`src/rtl/kbd_pkg.sv`:
```
package kbd_pkg;

  localparam logic [7:0] SC_EXT_PFX = 8'hE0;
  localparam logic [7:0] SC_REL_PFX = 8'hF0;
  localparam logic [7:0] SC_SHIFT   = 8'h12;
  localparam logic [7:0] SC_CAPS    = 8'h58;

  typedef struct packed {
    logic       hit;     // code is in the table
    logic       letter;  // case follows shift xor caps
    logic [6:0] plain;   // unshifted character
    logic [6:0] alt;     // shifted character
  } key_map_t;

  function automatic key_map_t key_entry(input logic is_letter, input logic [7:0] p,
                                         input logic [7:0] a);
    key_map_t e;
    e.hit    = 1'b1;
    e.letter = is_letter;
    e.plain  = p[6:0];
    e.alt    = a[6:0];
    return e;
  endfunction

  function automatic key_map_t letter_entry(input logic [7:0] lower);
    return key_entry(1'b1, lower, lower - 8'd32);
  endfunction

  function automatic key_map_t kbd_lookup(input logic [7:0] sc);
    key_map_t e;
    e = '0;
    case (sc)
      8'h1C: e = letter_entry("a");  8'h32: e = letter_entry("b");
      8'h21: e = letter_entry("c");  8'h23: e = letter_entry("d");
      8'h24: e = letter_entry("e");  8'h2B: e = letter_entry("f");
      8'h34: e = letter_entry("g");  8'h33: e = letter_entry("h");
      8'h43: e = letter_entry("i");  8'h3B: e = letter_entry("j");
      8'h42: e = letter_entry("k");  8'h4B: e = letter_entry("l");
      8'h3A: e = letter_entry("m");  8'h31: e = letter_entry("n");
      8'h44: e = letter_entry("o");  8'h4D: e = letter_entry("p");
      8'h15: e = letter_entry("q");  8'h2D: e = letter_entry("r");
      8'h1B: e = letter_entry("s");  8'h2C: e = letter_entry("t");
      8'h3C: e = letter_entry("u");  8'h2A: e = letter_entry("v");
      8'h1D: e = letter_entry("w");  8'h22: e = letter_entry("x");
      8'h35: e = letter_entry("y");  8'h1A: e = letter_entry("z");
      8'h16: e = key_entry(1'b0, "1", "!");
      8'h1E: e = key_entry(1'b0, "2", "@");
      8'h26: e = key_entry(1'b0, "3", "#");
      8'h25: e = key_entry(1'b0, "4", "$");
      8'h2E: e = key_entry(1'b0, "5", "%");
      8'h36: e = key_entry(1'b0, "6", "^");
      8'h3D: e = key_entry(1'b0, "7", "&");
      8'h3E: e = key_entry(1'b0, "8", "*");
      8'h46: e = key_entry(1'b0, "9", "(");
      8'h45: e = key_entry(1'b0, "0", ")");
      8'h29: e = key_entry(1'b0, 8'h20, 8'h20);
      8'h5A: e = key_entry(1'b0, 8'h0D, 8'h0D);
      default: e = '0;
    endcase
    return e;
  endfunction

endpackage

```
`src/rtl/kbd_line_filter.sv`:
```
module kbd_line_filter #(
  parameter int FILT_LEN = 8
) (
  input  logic clk,
  input  logic rst_n,
  input  logic kb_clk_i,
  input  logic kb_dat_i,
  output logic fall_o,
  output logic dat_o
);
  localparam int CW = $clog2(FILT_LEN + 1);

  logic [1:0]    clk_sync_q, dat_sync_q;
  logic          level_q, level_d;
  logic [CW-1:0] cnt_q, cnt_d;
  logic          fall_q, fall_d;

  always_comb begin
    level_d = level_q;
    cnt_d   = '0;
    fall_d  = 1'b0;
    if (clk_sync_q[1] != level_q) begin
      if (cnt_q == CW'(FILT_LEN - 1)) begin
        level_d = clk_sync_q[1];
        fall_d  = level_q;
      end else begin
        cnt_d = cnt_q + CW'(1);
      end
    end
  end

  always_ff @(posedge clk or negedge rst_n) begin
    if (!rst_n) begin
      clk_sync_q <= 2'b11;
      dat_sync_q <= 2'b11;
      level_q    <= 1'b1;
      cnt_q      <= '0;
      fall_q     <= 1'b0;
    end else begin
      clk_sync_q <= {clk_sync_q[0], kb_clk_i};
      dat_sync_q <= {dat_sync_q[0], kb_dat_i};
      level_q    <= level_d;
      cnt_q      <= cnt_d;
      fall_q     <= fall_d;
    end
  end

  assign fall_o = fall_q;
  assign dat_o  = dat_sync_q[1];

  // an accepted edge is always followed by a quiet cycle
  p_edge_isolated_r9: assert property (@(posedge clk) disable iff (!rst_n)
    fall_q |=> !fall_q);
  // a falling edge is only reported after the filtered level was high
  p_fall_from_high_r9: assert property (@(posedge clk) disable iff (!rst_n)
    fall_q |-> !level_q && $past(level_q));

endmodule

```
`src/rtl/kbd_frame_rx.sv`:
```
module kbd_frame_rx #(
  parameter int TIMEOUT_CYC = 50000
) (
  input  logic       clk,
  input  logic       rst_n,
  input  logic       fall_i,
  input  logic       dat_i,
  output logic       byte_vld_o,
  output logic [7:0] byte_o,
  output logic       par_err_o,
  output logic       frm_err_o
);
  localparam int BITS = 11;
  localparam int BW   = $clog2(BITS + 1);
  localparam int IW   = $clog2(TIMEOUT_CYC + 1);

  logic [BW-1:0]   cnt_q, cnt_d;
  logic [BITS-2:0] sh_q, sh_d;
  logic [IW-1:0]   idle_q, idle_d;
  logic            vld_d, perr_d, ferr_d;
  logic [7:0]      byte_q, byte_d;
  logic            vld_q, perr_q, ferr_q;
  logic            start_ok, par_ok;

  assign start_ok = ~sh_q[0];
  assign par_ok   = ^sh_q[BITS-2:1];

  always_comb begin
    cnt_d  = cnt_q;
    sh_d   = sh_q;
    idle_d = idle_q;
    vld_d  = 1'b0;
    perr_d = 1'b0;
    ferr_d = 1'b0;
    byte_d = byte_q;
    if (fall_i) begin
      idle_d = '0;
      if (cnt_q == BW'(BITS - 1)) begin
        cnt_d = '0;
        if (!start_ok || !dat_i) begin
          ferr_d = 1'b1;
        end else if (!par_ok) begin
          perr_d = 1'b1;
        end else begin
          vld_d  = 1'b1;
          byte_d = sh_q[8:1];
        end
      end else begin
        sh_d  = {dat_i, sh_q[BITS-2:1]};
        cnt_d = cnt_q + BW'(1);
      end
    end else if (cnt_q != '0) begin
      if (idle_q == IW'(TIMEOUT_CYC - 1)) begin
        cnt_d  = '0;
        idle_d = '0;
      end else begin
        idle_d = idle_q + IW'(1);
      end
    end
  end

  always_ff @(posedge clk or negedge rst_n) begin
    if (!rst_n) begin
      cnt_q  <= '0;
      sh_q   <= '0;
      idle_q <= '0;
      vld_q  <= 1'b0;
      perr_q <= 1'b0;
      ferr_q <= 1'b0;
      byte_q <= '0;
    end else begin
      cnt_q  <= cnt_d;
      sh_q   <= sh_d;
      idle_q <= idle_d;
      vld_q  <= vld_d;
      perr_q <= perr_d;
      ferr_q <= ferr_d;
      byte_q <= byte_d;
    end
  end

  assign byte_vld_o = vld_q;
  assign byte_o     = byte_q;
  assign par_err_o  = perr_q;
  assign frm_err_o  = ferr_q;

  // the bit counter never passes the last bit of a frame
  p_bitcnt_range_r1: assert property (@(posedge clk) disable iff (!rst_n)
    cnt_q <= BW'(BITS - 1));
  // a frame result is produced only on a sampled edge
  p_result_on_edge_r1: assert property (@(posedge clk) disable iff (!rst_n)
    (vld_q || perr_q || ferr_q) |-> $past(fall_i));
  // an expired idle window clears a partial frame
  p_timeout_r10: assert property (@(posedge clk) disable iff (!rst_n)
    (cnt_q != '0 && !fall_i && idle_q == IW'(TIMEOUT_CYC - 1)) |=> cnt_q == '0);

endmodule

```
`src/rtl/kbd_code_xlat.sv`:
```
module kbd_code_xlat
  import kbd_pkg::*;
(
  input  logic       clk,
  input  logic       rst_n,
  input  logic       byte_vld_i,
  input  logic [7:0] byte_i,
  output logic       char_vld_o,
  output logic [6:0] char_o
);
  logic rel_q, rel_d;
  logic ext_q, ext_d;
  logic shift_q, shift_d;
  logic caps_q, caps_d;
  logic caps_held_q, caps_held_d;
  logic       vld_q, vld_d;
  logic [6:0] chr_q, chr_d;
  key_map_t   ent;

  assign ent = kbd_lookup(byte_i);

  always_comb begin
    rel_d       = rel_q;
    ext_d       = ext_q;
    shift_d     = shift_q;
    caps_d      = caps_q;
    caps_held_d = caps_held_q;
    vld_d       = 1'b0;
    chr_d       = chr_q;
    if (byte_vld_i) begin
      if (byte_i == SC_EXT_PFX) begin
        ext_d = 1'b1;
      end else if (byte_i == SC_REL_PFX) begin
        rel_d = 1'b1;
      end else begin
        rel_d = 1'b0;
        ext_d = 1'b0;
        if (rel_q) begin
          if (!ext_q && byte_i == SC_SHIFT) shift_d     = 1'b0;
          if (!ext_q && byte_i == SC_CAPS)  caps_held_d = 1'b0;
        end else if (!ext_q) begin
          if (byte_i == SC_SHIFT) begin
            shift_d = 1'b1;
          end else if (byte_i == SC_CAPS) begin
            caps_held_d = 1'b1;
            if (!caps_held_q) caps_d = ~caps_q;
          end else if (ent.hit) begin
            vld_d = 1'b1;
            if (ent.letter) chr_d = (shift_q ^ caps_q) ? ent.alt : ent.plain;
            else            chr_d = shift_q ? ent.alt : ent.plain;
          end
        end
      end
    end
  end

  always_ff @(posedge clk or negedge rst_n) begin
    if (!rst_n) begin
      rel_q       <= 1'b0;
      ext_q       <= 1'b0;
      shift_q     <= 1'b0;
      caps_q      <= 1'b0;
      caps_held_q <= 1'b0;
      vld_q       <= 1'b0;
      chr_q       <= '0;
    end else begin
      rel_q       <= rel_d;
      ext_q       <= ext_d;
      shift_q     <= shift_d;
      caps_q      <= caps_d;
      caps_held_q <= caps_held_d;
      vld_q       <= vld_d;
      chr_q       <= chr_d;
    end
  end

  assign char_vld_o = vld_q;
  assign char_o     = chr_q;

  // no character for the code that completes a release
  p_no_char_on_release_r4: assert property (@(posedge clk) disable iff (!rst_n)
    vld_q |-> !$past(rel_q));
  // no character for an extended code
  p_no_char_extended_r6: assert property (@(posedge clk) disable iff (!rst_n)
    vld_q |-> !$past(ext_q));
  // an upper-case letter needs exactly one of shift and caps lock
  p_upper_case_rule_r8: assert property (@(posedge clk) disable iff (!rst_n)
    (vld_q && chr_q >= 7'h41 && chr_q <= 7'h5A) |-> ($past(shift_q) ^ $past(caps_q)));
  // caps lock changes only while the key is not already held
  p_caps_once_r8: assert property (@(posedge clk) disable iff (!rst_n)
    (caps_q != $past(caps_q)) |-> !$past(caps_held_q));

endmodule

```
`src/rtl/kbd_ascii_decoder.sv`:
```
module kbd_ascii_decoder #(
  parameter int FILT_LEN    = 8,
  parameter int TIMEOUT_CYC = 50000
) (
  input  logic       clk,
  input  logic       rst_n,
  input  logic       kb_clk_i,
  input  logic       kb_dat_i,
  output logic       char_vld_o,
  output logic [6:0] char_o,
  output logic       parity_err_o,
  output logic       frame_err_o
);
  logic [1:0] rst_sync_q;
  logic       rst_int_n;
  logic       fall, dat;
  logic       byte_vld;
  logic [7:0] byte_val;

  always_ff @(posedge clk or negedge rst_n) begin
    if (!rst_n) rst_sync_q <= 2'b00;
    else        rst_sync_q <= {rst_sync_q[0], 1'b1};
  end
  assign rst_int_n = rst_sync_q[1];

  kbd_line_filter #(.FILT_LEN(FILT_LEN)) u_filter (
    .clk(clk), .rst_n(rst_int_n), .kb_clk_i(kb_clk_i), .kb_dat_i(kb_dat_i),
    .fall_o(fall), .dat_o(dat)
  );

  kbd_frame_rx #(.TIMEOUT_CYC(TIMEOUT_CYC)) u_rx (
    .clk(clk), .rst_n(rst_int_n), .fall_i(fall), .dat_i(dat),
    .byte_vld_o(byte_vld), .byte_o(byte_val),
    .par_err_o(parity_err_o), .frm_err_o(frame_err_o)
  );

  kbd_code_xlat u_xlat (
    .clk(clk), .rst_n(rst_int_n), .byte_vld_i(byte_vld), .byte_i(byte_val),
    .char_vld_o(char_vld_o), .char_o(char_o)
  );

  // a character always follows an accepted byte
  p_char_after_byte_r1: assert property (@(posedge clk) disable iff (!rst_int_n)
    char_vld_o |-> $past(byte_vld));
  // a parity error never comes with a character or a framing error
  p_err_exclusive_r2: assert property (@(posedge clk) disable iff (!rst_int_n)
    parity_err_o |-> !frame_err_o && !byte_vld);
  // outputs are quiet while internal reset is held
  p_quiet_in_reset_r12: assert property (@(posedge clk)
    !rst_int_n |-> !char_vld_o && !parity_err_o && !frame_err_o);

endmodule

```
`config.mk`:
```
export PLATFORM = sky130hd
export DESIGN_NAME = kbd_ascii_decoder
export DESIGN_NICKNAME = d
export VERILOG_FILES = /design/src/rtl/kbd_pkg.sv /design/src/rtl/kbd_line_filter.sv /design/src/rtl/kbd_frame_rx.sv /design/src/rtl/kbd_code_xlat.sv /design/src/rtl/kbd_ascii_decoder.sv
export SDC_FILE = /design/constraint.sdc
export NUM_CORES = 1
export LEC_CHECK = 0
export ABC_AREA = 1
export BUFFER_PORTS_ARGS = -buffer_cell sky130_fd_sc_hd__buf_2
export CORE_MARGIN = 2
export CORE_UTILIZATION = 40
export CTS_CLUSTER_DIAMETER = 120
export DETAILED_ROUTE_END_ITERATION = 12
export RECOVER_POWER = 100
export SYNTH_ARGS = -nofsm -noshare
export SYNTH_HDL_FRONTEND = slang
export SYNTH_HIERARCHICAL = 1
export SYNTH_SLANG_ARGS = --single-unit
```
`constraint.sdc`:
```
create_clock -name clk -period 2.7 [get_ports clk]
set_input_delay 0.54 -clock clk [delete_from_list [all_inputs] [get_ports clk]]
set_output_delay 0.54 -clock clk [all_outputs]
set_load 0.03 [all_outputs]
```
==> results.md, run 1 <==
* Status: completed
* Worst-Skew Late Latency at 0.35 ns
* Reg clk slew, reported paths at 0.07 ns
* Vias at 4166
* Reg-to-Reg Start: u_rx/byte_o[1]
* CP required at 2.98 ns
* Yosys reg bits at 66
* Residual DRC count at 0
* Mapped Avg Cell Area at 6.68 µm²
* Row cnt at 37
* Final global-route overflow total at 0
* Ports at 14
* Pins Over Slew Limit at 0
* Crit path time final at 2.27 ns
* GR Util met1 at roughly 26%
* Skew final at 0.0175 ns
* Vias/cell at between 5 and 6
* Period utilisation layout at 84.1%
* Hpwl dp at between 7000 and 8000 µm
* Worst path arrival time at 2.55 ns
* Largest net degree at the start of global routing at 57
* Top FF cell, synth: dfrtp_1
* Pwr Total at 1.96 mW
* Post-Syn Nets at 662
* H-tree levels at 3
* Drt pass-1 iters at 7
* Fmax at around 440 MHz
* RSZ-0062 raised after global routing: no
* Worst reg2reg path endpoint: u_xlat/char_o[6]
* Ant diodes at 0
* TritonCTS clock tree: yes
* CTS Sinks at 66
* Crit path max fanout at 9
* Max_cap viols at 0
* VDD IR max at approximately 340 µV
* Slew HR at 9.85%
* Critical path class: register to register
* R2R cell count at 10
* 1st-iter DRT viols at 290
* Fill cell count at between 1000 and 1500
* Total CTS buffers at 9
* Vias in the first global route at slightly above 4000
* Inst Count DP at 788
* Root Buffer: clkbuf_8
* Distinct cells, synth at 31
* Area grow syn2layout at 8.47%
* Longest Clk Path Bufs at 2
* GR peak layer: met2
* Setup TNS Final at 0 ns
* Initial Util at roughly 41%
* Post-synth EDFFs at 0
* Reg2Reg Setup Slack at 0.43 ns
* Non-Filler Instances at 804
* Final WL at 10400 µm
* Final ANT Viol Nets at 0
* Sequential-to-total area share from yosys stat at around two fifths
* Post-synth ARST share at 100%
* Final setup violating endpoints at 0
* GR Util All Layers at roughly a fifth
* Final net count at 680
* Chip Width at about 110 µm
* Synthesized cell area at 4310 µm²
* DR WL/cell at 13.0 µm
* DIE AREA at around 12000 µm²
* Initial antenna violation count at 0
* Die Ht at between 100 and 150 µm
* Global Route met2 Usage at 32.7%
* First-pass GRT wire length at 18700 µm
* Hold crit path type: register to asynchronous set/reset pin
* Lkg Pwr at 2.40 nW
* Share of cells above drive strength 1 at 6.44%
* Syn. warnings at 6
* Worst slew pin tran at 1.35 ns
* IO buf count at 13
* PwrDens at 418 nW/µm²
* Hold violation count in the final report at 0
* Gpl congestion at 0.956
* Met3 Usage GRT at 4.72%
* Post-CTS setup buffers at 0
* CP startpoint kind: register
* CP Capture Type: register
* Core ar. at 10400 µm²
* Gate Count Post-Synth at 646
## worst max-delay path: stages, from the launching register on
cell	delay [ns]
dfrtp_1	0.47
inv_1	0.20
ha_1	0.20
nand2_1	0.18
nand3_1	0.23
nand4_1	0.14
o211ai_1	0.14
nand3_2	0.23
inv_1	0.24
nand3_1	0.11
nand2_1	0.08
## layer usage
layer	share of wire [%]	up-vias
met5	0	-
met2	47	105
met3	4.5	39
met1	45	1924
li1	-	2098
met4	3.9	0
## placed cells by master, fill, tap and decap left out, types with 2 or more instances in the layout
| master | instances |
|---|---|
| clkbuf_8 | 9 |
| nand2_1 | 246 |
| nand3_1 | 76 |
| o211ai_1 | 4 |
| dfstp_2 | 5 |
| a21oi_1 | 13 |
| dfrtp_1 | 61 |
| nand2_2 | 2 |
| a31oi_1 | 2 |
| clkbuf_1 | 11 |
| ha_1 | 12 |
| xor2_1 | 6 |
| xnor2_1 | 3 |
| or2_2 | 2 |
| o21ai_0 | 30 |
| inv_1 | 64 |
| buf_4 | 5 |
| clkinvlp_4 | 3 |
| nor3_1 | 11 |
| nand4_1 | 12 |
| inv_2 | 6 |
| buf_2 | 2 |
| nor2_1 | 70 |
## registers in the layout (all words and copies together), names as in the netlist
name	count
u_xlat/ext_q	1
u_xlat/caps_q	1
u_rx/frm_err_o	1
u_filter/fall_o	1
u_filter/clk_sync_q	2
u_rx/byte_o	8
u_filter/cnt_q	4
u_rx/sh_q	10
u_xlat/rel_q	1
u_rx/idle_q	16
u_rx/cnt_q	4
u_xlat/shift_q	1
u_xlat/char_vld_o	1
u_rx/par_err_o	1
u_xlat/caps_held_q	1
u_filter/dat_sync_q	2
u_filter/level_q	1
u_rx/byte_vld_o	1
rst_sync_q	2
u_xlat/char_o	7
## worst max path at each step
stage,cells past startpoint,slack (ns),to,from
detailed placement,14,0.57,u_xlat/char_o[5],u_rx/byte_o[1]
global route,12,0.16,u_xlat/char_o[6],u_rx/byte_o[1]
global placement,14,0.60,u_xlat/char_o[0],u_rx/byte_o[1]
CTS,10,0.55,u_xlat/char_o[6],u_rx/byte_o[1]
floorplan,0,0.73,u_filter/cnt_q[0],rst_sync_q[1]
finish,10,0.43,u_xlat/char_o[6],u_rx/byte_o[1]
## metrics by stage
step | cell area [µm²] | utilization, % | hold slack, ns | setup slack, ns
final | 4680 | 44.9 | 0.139 | 0.429
after global routing | 4680 | 44.9 | 0.176 | 0.162
after global placement | 4530 | 43.5 | 0.120 | 0.595
after CTS | 4730 | 45.4 | 0.132 | 0.551
after detailed placement | 4530 | 43.5 | 0.128 | 0.566
after floorplan | 4310 | - | 0.244 | 0.735
## layout make-up
cell class / instances / area [µm²] / share of cell area (%)
Clock buffer: 9 / 124 / 2.65
Clock inverter: 6 / 66.3 / 1.42
Inverter: 70 / 263 / 5.61
Multi-Input combinational cell: 497 / 2290 / 49.0
Sequential cell: 66 / 1660 / 35.4
Tap cell: 136 / 170 / 3.64
Timing Repair Buffer: 20 / 104 / 2.22
## kinds of logic (layout without fill, tap and decap cells)
kind of cell	after synthesis	in the layout	share of synthesized area, %
XOR/XNOR	9	9	1.83
buffers and inverters	83	105	7.95
other	1	1	0.0869
flip-flops	66	66	38.4
adder cells (fa/ha/maj)	12	12	3.48
AO/OA/AOI/OAI	52	52	6.70
AND/OR/NAND/NOR	423	423	41.5
## where the power goes
part	internal (mW)	switching, mW	total, mW
logic	0.0299	0.0557	0.0856
clock network	0.422	0.398	0.820
registers	1.02	0.0276	1.05
## Yosys cell counts (4+ instances only)
| library cell | instances | share of area (%) |
|---|---|---|
| ha_1 | 12 | 3.5 |
| o211ai_1 | 4 | 0.70 |
| o21ai_0 | 29 | 3.4 |
| clkbuf_1 | 5 | 0.44 |
| xor2_1 | 6 | 1.2 |
| inv_2 | 7 | 0.61 |
| nand3_1 | 76 | 8.8 |
| dfrtp_1 | 61 | 35 |
| a21oi_1 | 13 | 1.5 |
| nand4_1 | 12 | 1.7 |
| nand2_1 | 244 | 21 |
| buf_2 | 4 | 0.46 |
| inv_1 | 63 | 5.5 |
| dfstp_2 | 5 | 3.0 |
| nor3_1 | 11 | 1.3 |
| nor2_1 | 70 | 6.1 |
## what timing repair did
| item | CTS | global route |
|---|---|---|
| hold endpoints to repair | 2 | 0 |
| gates resized for setup | 0 | 0 |
| hold buffers | 1 | 0 |
Note: power is estimated with default switching activity, not from simulation.
==> inputs of run 2 (changes only) <==
==> constraint.sdc (replaced) <==
create_clock -name clk -period 2.3 [get_ports clk]
set_input_delay 0.46 -clock clk [delete_from_list [all_inputs] [get_ports clk]]
set_output_delay 0.46 -clock clk [all_outputs]
set_load 0.03 [all_outputs]
==> run 2 against run 1 <==
Compared with the run above:
- die area is the same
- hold slack improved by 0.073 ns
- maximum frequency is 7.8% higher
- critical path type unchanged
- highest routed layer unchanged
==> results.md, run 2 (synthesized netlist as in run 1, its figures left out) <==
* Critical path class: register to register
* Final setup violating endpoints at 0
* Largest net degree at the start of global routing at 35
* DR WL/cell at 12.9 µm
* Gpl congestion at 0.994
* GR Util All Layers at 20.3%
* Delay of the slowest cell on the worst path at 0.45 ns
* Hold crit path type: primary input to register
* Final global-route overflow total at 0
* Slowest CP cell: dfrtp_1
* Initial antenna violation count at 0
* Cells along the critical path: inv_1, ha_1, nand2_1, nand2_2, nand3_1, nand2_1, nand3_1, nand2_1, nand3_2, inv_2, nand3_1, nand2_1
* Worst-Skew Late Latency at 0.34 ns
* Vias in the first global route at 4008
* DP Area at approximately 4600 µm²
* Longest Clk Path Bufs at 2
* Max reg flops at 16
* Slew HR at roughly 15%
* Largest register by flop count: u_rx/idle_q
* Ports at 14
* Worst path arrival time at 2.39 ns
* Final WL at approximately 10000 µm
* Area grow syn2layout at 10.1%
* IO buf count at 13
* TritonCTS clock tree: yes
* RSZ-0062 raised after global routing: no
* CP Capture Type: register
* Lkg Pwr at 2.44 nW
* DIE AREA at ~12000 µm²
* CTS Sinks at 66
* Setup TNS Final at 0 ns
* PwrDens at 480 nW/µm²
* Max_cap viols at 0
* Skew final at 0.0126 ns
* Residual DRC count at 0
* Chip Width at around 110 µm
* Crit path time final at 2.11 ns
* VDD IR max at 388 µV
* Die Ht at ~110 µm
* Crit path max fanout at 9
* Vias/cell at 5.13
* Reg clk slew, reported paths at ~0.07 ns
* Period utilisation layout at 91.6%
* First-pass GRT wire length at 18800 µm
* CP required at 2.58 ns
* Pins Over Slew Limit at 0
* 1st-iter DRT viols at 297
* Most common cell after layout, fill and taps aside: nand2_1
* Post-CTS setup buffers at 0
* Fmax at 475 MHz
* H-tree levels at 3
* Share of cells above drive strength 1 at 7.26%
* Hpwl dp at 7890 µm
* Drt pass-1 iters at 7
* Fill cell count at 1097
* Vias at 4159
* Most frequent cells in the layout: 243 x nand2_1, 76 x nand3_1, 70 x nor2_1, 63 x inv_1, 61 x dfrtp_1
* CP delay by family, top: simple AND/OR/NAND/NOR gates
* Ant diodes at 0
* Crit-path most repeated cell: nand2_1
* Pre-CTS WS at between 0.2 and 0.25 ns
* Final core utilization at a little under half
* Core ar. at 10400 µm²
* Final net count at 687
* Initial Util at 41.4%
* CP startpoint kind: register
* Buffers & Inverters on Critical Path at 2
* Total CTS buffers at 9
* Root Buffer: clkbuf_8
* Row cnt at 37
* Hold violation count in the final report at 0
* Worst slew pin tran at 1.28 ns
* Design Area, Final at 4750 µm²
* Status: completed
* Final ANT Viol Nets at 0
* Final worst slack at 0.194 ns
-- run 2: layer usage --
layer | global-route usage, % | routed length, µm | vias to the layer above
met1 | 26.0 | 4780 | 1906
li1 | - | - | 2107
met2 | 32.2 | 4790 | 116
met5 | 0 | 0 | -
met4 | 10.3 | 388 | 0
met3 | 4.54 | 530 | 30
-- run 2: final cells by class --
class / instances / area, µm² / area share, %
Multi-Input combinational cell: 497 / 2310 / 48.6
Sequential cell: 66 / 1660 / 34.9
Inverter: 70 / 263 / 5.53
Tap cell: 136 / 170 / 3.58
Timing Repair Buffer: 27 / 164 / 3.45
Clock buffer: 13 / 149 / 3.14
Clock inverter: 2 / 37.5 / 0.791
-- run 2: report_power, final --
part,total [mW],internal (mW),switching (mW)
combinational,0.0957,0.0376,0.0581
clock,0.944,0.526,0.418
sequential,1.24,1.20,0.0376
total,2.28,1.77,0.514
-- run 2: repair_timing --
item | CTS | global route
hold buffers | 1 | 0
setup endpoints to repair | 0 | 1
endpoints found under the hold margin | 2 | 0
gates resized for setup | 0 | 1
-- run 2: final timing paths --
check | startpoint | to | slack [ns] | depth (start not counted)
worst max-delay path | u_rx/byte_o[0] | u_xlat/char_o[5] | 0.19 | 12
worst min-delay path | kb_dat_i | u_filter/dat_sync_q[0] | 0.21 | 1
worst max register to register | u_rx/byte_o[0] | u_xlat/char_o[5] | 0.19 | 12
worst min register to register | rst_sync_q[0] | rst_sync_q[1] | 0.34 | 0
max in group asynchronous | rst_sync_q[1] | u_filter/dat_sync_q[0] | 0.89 | 1
min in group asynchronous | rst_n | rst_sync_q[1] | 0.44 | 2
-- run 2: worst reg2reg max path: cells and delay by family (launching register included) --
family | cells | cell delay [ns]
and+or+nand+nor | 9 | 0.94
DFF | 1 | 0.45
adders and majority gates | 1 | 0.35
buffers and inverters | 2 | 0.33
-- run 2: through the flow --
step	std cells	hold slack [ns]	power, mW
finish	811	0.212	2.28
global route	811	0.182	2.40
floorplan	646	0.164	1.33
global placement	795	0.245	1.36
detailed placement	795	0.246	1.36
CTS	811	0.189	2.33
